$ cat src/rtl/ea_pkg.sv
package ea_pkg;
  typedef enum logic {SEG_DS = 1'b0, SEG_SS = 1'b1} seg_sel_e;

  typedef enum logic [1:0] {DISP_NONE = 2'd0, DISP_8 = 2'd1, DISP_32 = 2'd2} disp_kind_e;

  typedef struct packed {
    logic       is_mem;
    logic       base_en;
    logic [2:0] base_idx;
    logic       index_en;
    logic [2:0] index_idx;
    logic [1:0] scale;
    disp_kind_e disp_kind;
  } ea_ctl_t;

  localparam logic [1:0] MOD_REG    = 2'b11;
  localparam logic [1:0] MOD_NODISP = 2'b00;
  localparam logic [1:0] MOD_D8     = 2'b01;
  localparam logic [2:0] RM_SIB     = 3'b100;
  localparam logic [2:0] RM_D32     = 3'b101;
  localparam logic [2:0] IDX_NONE   = 3'b100;
  localparam logic [2:0] GPR_ESP    = 3'b100;
  localparam logic [2:0] GPR_EBP    = 3'b101;
endpackage

$ cat src/rtl/ea_field_decode.sv
module ea_field_decode
  import ea_pkg::*;
(
  input  logic [7:0] modrm_i,
  input  logic [7:0] sib_i,
  output ea_ctl_t    ctl_o,
  output seg_sel_e   seg_o,
  output logic [2:0] reg_idx_o
);
  logic [1:0] mode;
  logic [2:0] rm;
  ea_ctl_t    ctl;

  assign mode = modrm_i[7:6];
  assign rm   = modrm_i[2:0];

  always_comb begin
    ctl = '0;
    ctl.disp_kind = DISP_NONE;
    if (mode != MOD_REG) begin
      ctl.is_mem = 1'b1;
      unique case (mode)
        MOD_D8:  ctl.disp_kind = DISP_8;
        2'b10:   ctl.disp_kind = DISP_32;
        default: ctl.disp_kind = DISP_NONE;
      endcase
      if (rm == RM_SIB) begin
        ctl.scale     = sib_i[7:6];
        ctl.index_idx = sib_i[5:3];
        ctl.index_en  = (sib_i[5:3] != IDX_NONE);
        ctl.base_idx  = sib_i[2:0];
        ctl.base_en   = !(mode == MOD_NODISP && sib_i[2:0] == RM_D32);
      end else begin
        ctl.base_idx  = rm;
        ctl.base_en   = !(mode == MOD_NODISP && rm == RM_D32);
      end
      // absent base in mode 00 is replaced by a full displacement
      if (!ctl.base_en) ctl.disp_kind = DISP_32;
    end
  end

  assign ctl_o     = ctl;
  assign seg_o     = (ctl.base_en && (ctl.base_idx == GPR_ESP || ctl.base_idx == GPR_EBP))
                     ? SEG_SS : SEG_DS;
  assign reg_idx_o = ctl.is_mem ? modrm_i[5:3] : rm;
endmodule

$ cat src/rtl/ea_sum.sv
module ea_sum
  import ea_pkg::*;
#(
  parameter int unsigned ADDR_W    = 32,
  parameter int unsigned SEG_W     = 16,
  parameter int unsigned SEG_SHIFT = 16
) (
  input  ea_ctl_t           ctl_i,
  input  logic [ADDR_W-1:0] base_i,
  input  logic [ADDR_W-1:0] index_i,
  input  logic [ADDR_W-1:0] disp_i,
  input  logic [SEG_W-1:0]  seg_i,
  output logic [ADDR_W-1:0] addr_o
);
  localparam int unsigned D8_W = 8;

  logic [ADDR_W-1:0] base_term, index_term, disp_term, seg_term;

  assign base_term  = ctl_i.base_en ? base_i : '0;
  assign index_term = ctl_i.index_en ? (index_i << ctl_i.scale) : '0;

  always_comb begin
    unique case (ctl_i.disp_kind)
      DISP_8:  disp_term = {{(ADDR_W-D8_W){disp_i[D8_W-1]}}, disp_i[D8_W-1:0]};
      DISP_32: disp_term = disp_i;
      default: disp_term = '0;
    endcase
  end

  generate
    if (SEG_SHIFT + SEG_W <= ADDR_W) begin : g_seg_fit
      assign seg_term = ADDR_W'(seg_i) << SEG_SHIFT;
    end else begin : g_seg_trunc
      logic [SEG_W+SEG_SHIFT-1:0] seg_wide;
      assign seg_wide = {seg_i, {SEG_SHIFT{1'b0}}};
      assign seg_term = seg_wide[ADDR_W-1:0];
    end
  endgenerate

  assign addr_o = ctl_i.is_mem ? (base_term + index_term + disp_term + seg_term) : '0;
endmodule

$ cat src/rtl/ea_gen.sv
module ea_gen
  import ea_pkg::*;
#(
  parameter int unsigned ADDR_W    = 32,
  parameter int unsigned SEG_W     = 16,
  parameter int unsigned SEG_SHIFT = 16
) (
  input  logic              clk_i,
  input  logic              rst_ni,
  input  logic              valid_i,
  input  logic [7:0]        modrm_i,
  input  logic [7:0]        sib_i,
  input  logic [ADDR_W-1:0] disp_i,
  input  logic [SEG_W-1:0]  ds_i,
  input  logic [SEG_W-1:0]  ss_i,
  output logic [2:0]        base_idx_o,
  input  logic [ADDR_W-1:0] base_data_i,
  output logic [2:0]        index_idx_o,
  input  logic [ADDR_W-1:0] index_data_i,
  output logic              valid_o,
  output logic              is_mem_o,
  output logic [2:0]        reg_idx_o,
  output logic              seg_ss_o,
  output logic [ADDR_W-1:0] lin_addr_o
);
  ea_ctl_t           ctl;
  seg_sel_e          seg_sel;
  logic [2:0]        reg_idx_d;
  logic [SEG_W-1:0]  seg_val;
  logic [ADDR_W-1:0] addr_d;

  ea_field_decode u_dec (
    .modrm_i   (modrm_i),
    .sib_i     (sib_i),
    .ctl_o     (ctl),
    .seg_o     (seg_sel),
    .reg_idx_o (reg_idx_d)
  );

  assign base_idx_o  = ctl.base_idx;
  assign index_idx_o = ctl.index_idx;
  assign seg_val     = (seg_sel == SEG_SS) ? ss_i : ds_i;

  ea_sum #(.ADDR_W(ADDR_W), .SEG_W(SEG_W), .SEG_SHIFT(SEG_SHIFT)) u_sum (
    .ctl_i   (ctl),
    .base_i  (base_data_i),
    .index_i (index_data_i),
    .disp_i  (disp_i),
    .seg_i   (seg_val),
    .addr_o  (addr_d)
  );

  always_ff @(posedge clk_i or negedge rst_ni) begin
    if (!rst_ni) begin
      valid_o    <= 1'b0;
      is_mem_o   <= 1'b0;
      reg_idx_o  <= '0;
      seg_ss_o   <= 1'b0;
      lin_addr_o <= '0;
    end else begin
      valid_o <= valid_i;
      if (valid_i) begin
        is_mem_o   <= ctl.is_mem;
        reg_idx_o  <= reg_idx_d;
        seg_ss_o   <= (seg_sel == SEG_SS);
        lin_addr_o <= addr_d;
      end
    end
  end

  p_valid_follow_r11: assert property (@(posedge clk_i) disable iff (!rst_ni)
    valid_i |=> valid_o) else $error("valid_o missing after strobe");
  p_valid_idle_r11: assert property (@(posedge clk_i) disable iff (!rst_ni)
    !valid_i |=> !valid_o) else $error("valid_o without strobe");
  p_hold_r12: assert property (@(posedge clk_i) disable iff (!rst_ni)
    !valid_i |=> ($stable(lin_addr_o) && $stable(is_mem_o) && $stable(seg_ss_o)))
    else $error("outputs moved while idle");
  p_reg_direct_r1: assert property (@(posedge clk_i) disable iff (!rst_ni)
    (valid_i && modrm_i[7:6] == MOD_REG) |=> (!is_mem_o && lin_addr_o == '0 && !seg_ss_o))
    else $error("register-direct produced an address");
  p_d32_ds_r5: assert property (@(posedge clk_i) disable iff (!rst_ni)
    (valid_i && modrm_i[7:6] == MOD_NODISP && modrm_i[2:0] == RM_D32) |=> !seg_ss_o)
    else $error("disp32-only form chose SS");
  p_sib_nobase_r8: assert property (@(posedge clk_i) disable iff (!rst_ni)
    (valid_i && modrm_i[7:6] == MOD_NODISP && modrm_i[2:0] == RM_SIB && sib_i[2:0] == RM_D32)
    |=> (is_mem_o && !seg_ss_o)) else $error("scaled no-base form chose SS");
endmodule

$ cat config.mk
export PLATFORM = sky130hd
export DESIGN_NAME = ea_gen
export DESIGN_NICKNAME = d
export VERILOG_FILES = /design/src/rtl/ea_pkg.sv /design/src/rtl/ea_field_decode.sv /design/src/rtl/ea_sum.sv /design/src/rtl/ea_gen.sv
export SDC_FILE = /design/constraint.sdc
export NUM_CORES = 1
export LEC_CHECK = 0
export BUFFER_PORTS_ARGS = -buffer_cell sky130_fd_sc_hd__buf_2
export CAP_MARGIN = 20
export CORE_ASPECT_RATIO = 0.5
export CORE_UTILIZATION = 40
export DETAILED_ROUTE_END_ITERATION = 10
export GPL_TIMING_DRIVEN = 0
export PLACE_DENSITY = 0.7
export SYNTH_ARGS = -nofsm -noshare
export SYNTH_HDL_FRONTEND = slang
export SYNTH_HIERARCHICAL = 1
export SYNTH_SLANG_ARGS = --single-unit
$ cat constraint.sdc
create_clock -name clk_i -period 1.66 [get_ports clk_i]
set_input_delay 0.166 -clock clk_i [delete_from_list [all_inputs] [get_ports clk_i]]
set_output_delay 0.166 -clock clk_i [all_outputs]
set_load 0.02 [all_outputs]
======== After elaboration in Yosys (flattened, before gate mapping) ========
Cells that the tools add are included.
storage, ports and cells
  flip-flop bits (word level) ............. 38
  bits of input ports ..................... 147
  output and inout bits ................... 44
  word-level logic and storage cells ...... 40
operators by class
  add/sub/neg operators ................... 3
  equality and inequality tests ........... 11
  shift-type cells ........................ 1
  muxes and demuxes ....................... 13
  reduce and logical (&&, ||, !) cells .... 7
operators with widths
  operator                                       count
  adder 32 bit                                   3
  two-way mux 32 bit                             3
  one-hot mux 32 bit (2 select lines)            1
  << shifter 32 x 2 -> 32 bit                    1
  two-way mux 16 bit                             1
  == test 3 bit, second input constant           5
  two-way mux 13 bit                             1
  two-way mux 4 bit                              2
  two-way mux 6 bit                              1
  == test 2 x 1 -> 1 bit, second input constant  2
  == test 2 bit, second input constant           2
  one-hot mux 2 bit (2 select lines)             1
  logical AND 1 bit                              3
  two-way mux 3 bit                              1
  inequality test 3 bit, second input constant   1
  zero test 1 bit                                2
  zero test 2 bit                                1
  two-way mux 2 bit                              1
  inequality test 2 bit, second input constant   1
  logical OR 1 bit                               1
  two-way mux 1 bit                              1

======== Longest topological paths before layout ========
  word-level depth ........................ 14
  gate-level depth with buffers ........... 21
  depth with buffers taken out ............ 21

======== By module ========
Netlist, hierarchy kept.
modules (own cells, without submodules)
  module           instances  cells an instance  area each (um2)  sequential area each (um2)
  ea_sum           1          599                4783.3           0.0
  ea_gen           1          97                 1788.0           950.9
  ea_field_decode  1          29                 219.0            0.0

======== Least setup slack after synthesis ========
No wires, ideal clock.
  path type ............................... input -> register
  from .................................... input port modrm_i[6]
  to ...................................... register lin_addr_o[23]
  library setup time ...................... 125 ps
  data arrival time ....................... 4688 ps
  required time ........................... 1535 ps
  setup slack ............................. -3153 ps
  stages on the path ...................... 19
  buffers on the path ..................... 3
  path through ............................ and2_4 inv_8 and3_4 and2_1 clkbuf_1 buf_2 mux4_2 and2_1 fa_1 fa_1 ha_1 buf_2 nand2_1 o31ai_1 a221o_1 o41ai_2 nand3_1 nor3b_2 mux2_4
RTL lines
  element                 line          RTL
  start: declaration      ea_gen.sv:11  input logic [7:0] modrm_i,
  end signal: assignment  ea_gen.sv:66  lin_addr_o <= addr_d;
  end: declaration        ea_gen.sv:24  output logic [ADDR_W-1:0] lin_addr_o

==> results by group <==
Place
  • Hpwl dp: 18600 um
  • Inst Count DP: 1142
  • Port buffer count: 190
  • Routability cong.: slightly below 1

Clock tree
  • Clock Path Buffers: 2
  • CTS tree: built
  • Worst-path clk slew: 0.06 ns
  • Worst-Skew Late Latency: 0.28 ns
  • Num CTS Buffers: 5
  • Clock sink count: 38
  • Root Driver: clkbuf_16
  • H-Tree Depth: 2

Setup path
  • Crit-path max FO: 7
  • CP required: 1.82 ns
  • Arrival @ worst endpoint: 4.57 ns
  • CP max-delay cell: fa_1
  • CP cell instances: buf_8, and2b_1, and3_4, and2_4, buf_12, mux4_2, nand2_2, fa_1, fa_1, inv_2, ha_4, a21o_4, a221o_1, buf_6, o31ai_4, a31o_1, a21oi_2, mux2_4
  • CP Class: input port to register
  • Max stage delay on crit path: 0.51 ns
  • CP endpoint kind: register
  • Worst path bufs/invs: 4
  • Crit path max-delay family: compound AO/OA/AOI/OAI gates
  • Top cell by count, worst path: fa_1
  • CP Launch Type: input port

Routing
  • DRC errors left: 0
  • DR WL/cell: 19.5 um
  • WL final: 23300 um
  • Via density per instance: 5.48
  • Drt initial violations: 470
  • Post-route ant nets: 0
  • Detailed-router iteration count before antenna repair: 4
  • Vias: 6543

Logic synthesis
  • Mapped Cells: 725
  • Mean Syn Cell Area: 9.37 sq um
  • Synth cell types: 70
  • Sequential fraction of the synthesis area: 0.140
  • Netlist Area Pre-Place: 6790 sq um
  • Top FF cell, synth: dfrtp_1
  • Post-synth net total: a little under 1000
  • FF+latch count, synth: 38
  • Top cells by area, synth: dfrtp_1 14%, fa_1 14%, mux2_4 9.1%, mux4_2 9.0%, ha_1 8.5%
  • Post-synth top area share: 0.140
  • Fraction of registers with async set/reset: 1.00
  • YS warnings: 6
  • Leading area contributor after synthesis: dfrtp_1
  • EDFF count, synth: 0

Cells and area
  • Utilization after layout: 0.588
  • Non-filler instance count after layout: 1193
  • Layout cell share with drive strength beyond 1: 0.531
  • # nets final: 1204
  • Area Overhead vs Synth: 42.7%

Run
  • Max-cap violations: 0

Die
  • Die Y: approximately 94 um
  • Starting density of the core: 0.412
  • Core box area: 16500 sq um
  • Rows: 33
  • Die ar.: 17500 sq um
  • Die width: 186 um
  • IO Pins: 191

Global routing
  • GRT met2 Usage: 0.388
  • Met3 Use GR: 0.0434
  • Met1 usage: 0.405
  • Largest net degree at the start of global routing: 39
  • GRT busiest layer: met1
  • GRT Total Usage: 0.264
  • Initial antenna violation count: 1
  • Vias in the first global route: 6348
  • Gr ovfl total: 0
  • First-pass GRT wire length: between 30000 and 40000 um

Pwr
  • Lkg Pwr: ~4.5 nW
  • Total power: 7.30 mW
  • Max VDD drop: about 500 uV
  • PD cells: 754 nW/um^2

Timing
  • Setup TNS: -74.56 ns
  • Tmin final: 4.41 ns
  • Worst Hold Slack: -0.00932 ns
  • Clock Skew: 0 ns
  • Hold Fails Final Rpt: 6
  • Final setup viols: 32
  • Min setup slack post-route: -2.75 ns
  • Setup repair after global routing missed its margin: true
  • Period utilisation layout: 2.66
  • Slew @ Worst Pin: 0.839 ns
  • Slew Viols, Final: 0
  • Slew margin rel.: 0.440
  • F_max: 227 MHz

Hold path
  • Hold WC Path Type: input port to asynchronous set/reset pin

Status
  • Failing checks: negative hold slack, negative setup slack
  • Status: complete, but fails checks
registers in the layout (all words and copies together), names as in the netlist:
register and cells:
lin_addr_o 32, reg_idx_o 3, is_mem_o 1, seg_ss_o 1
valid_o 1
cells in the mapped netlist (all sizes together) (9+ instances only):
| cell | count |
|---|---|
| a21oi | 43 |
| nor2 | 38 |
| mux2 | 57 |
| nand2 | 95 |
| clkbuf | 21 |
| o21a | 10 |
| xnor2 | 9 |
| o21ai | 17 |
| nand3 | 11 |
| fa | 47 |
| a21o | 22 |
| nor3 | 11 |
| dfrtp | 38 |
| nand2b | 11 |
| mux2i | 11 |
| ha | 46 |
| and2 | 46 |
| buf | 16 |
| inv | 63 |
| mux4 | 27 |
kinds of logic (layout without fill, tap and decap cells):
family | count (synthesis) | in the layout | synth area share
AO/OA/AOI/OAI | 141 | 141 | 0.143
XOR/XNOR | 14 | 14 | 0.0201
adder cells (fa/ha/maj) | 93 | 93 | 0.223
buffers and inverters | 100 | 340 | 0.0695
flip-flops | 38 | 38 | 0.140
multiplexers | 95 | 95 | 0.223
other | 0 | 1 | 0
AND/OR/NAND/NOR | 244 | 244 | 0.181
placed cells by master, fill, tap and decap left out, drive strengths merged, types with 27 or more instances in the layout:
cell type	synthesis	final
fa	47	47
a21oi	43	43
mux4	27	27
nor2	38	38
mux2	57	57
and2	46	46
buf	16	251
dfrtp	38	38
inv	63	63
nand2	95	95
ha	46	46
metal layers:
metal	wire length [um]	vias up
met1	11300	3220
met2	9910	281
met3	1890	15
met5	0	-
li1	-	3027
met4	178	0
worst paths after layout:
path | startpoint | endpoint | slack [ns] | cells after the start
worst min register to register | reg_idx_o[2] | reg_idx_o[2] | 0.50 | 1
worst min-delay path | rst_ni | valid_o | -0.009 | 1
worst max-delay path | modrm_i[1] | lin_addr_o[31] | -2.75 | 18
worst max register to register | lin_addr_o[31] | lin_addr_o[31] | 0.86 | 1
min in group clk_i | valid_i | valid_o | 0.02 | 1
max in group asynchronous | rst_ni | lin_addr_o[7] | 1.14 | 1
area by class of cell:
class                   instances  area [sq um]
fillers                      1436          6790
multi-input cells             587          6340
repair buffers                235          1360
flip-flops and latches         38           951
plain buffers                  34           357
well taps                     227           284
inverters                      63           246
clock buffers                   6           139
clock inverters                 2          12.5
diodes                          1          2.50
what timing repair did:
action	CTS	global route
setup buffers	33	12
resized for setup	110	69
hold buffers	0	0
endpoints found under the setup margin	32	32
pin swaps	49	35
gates cloned	1	0
stage by stage:
step	setup WS, ns	cell area (sq um)
global placement	-3.57	8390
detailed placement	-3.50	8390
global route	-2.87	9690
floorplan	-2.64	7150
CTS	-2.78	9340
finish	-2.75	9690
power breakdown:
part           internal [mW]  leakage [nW]  switching, mW
Clock                  0.594        0.0729          0.359
Sequential              1.20         0.469          0.167
Combinational           2.32          3.96           2.67
Note: power is estimated with default switching activity, not from simulation.
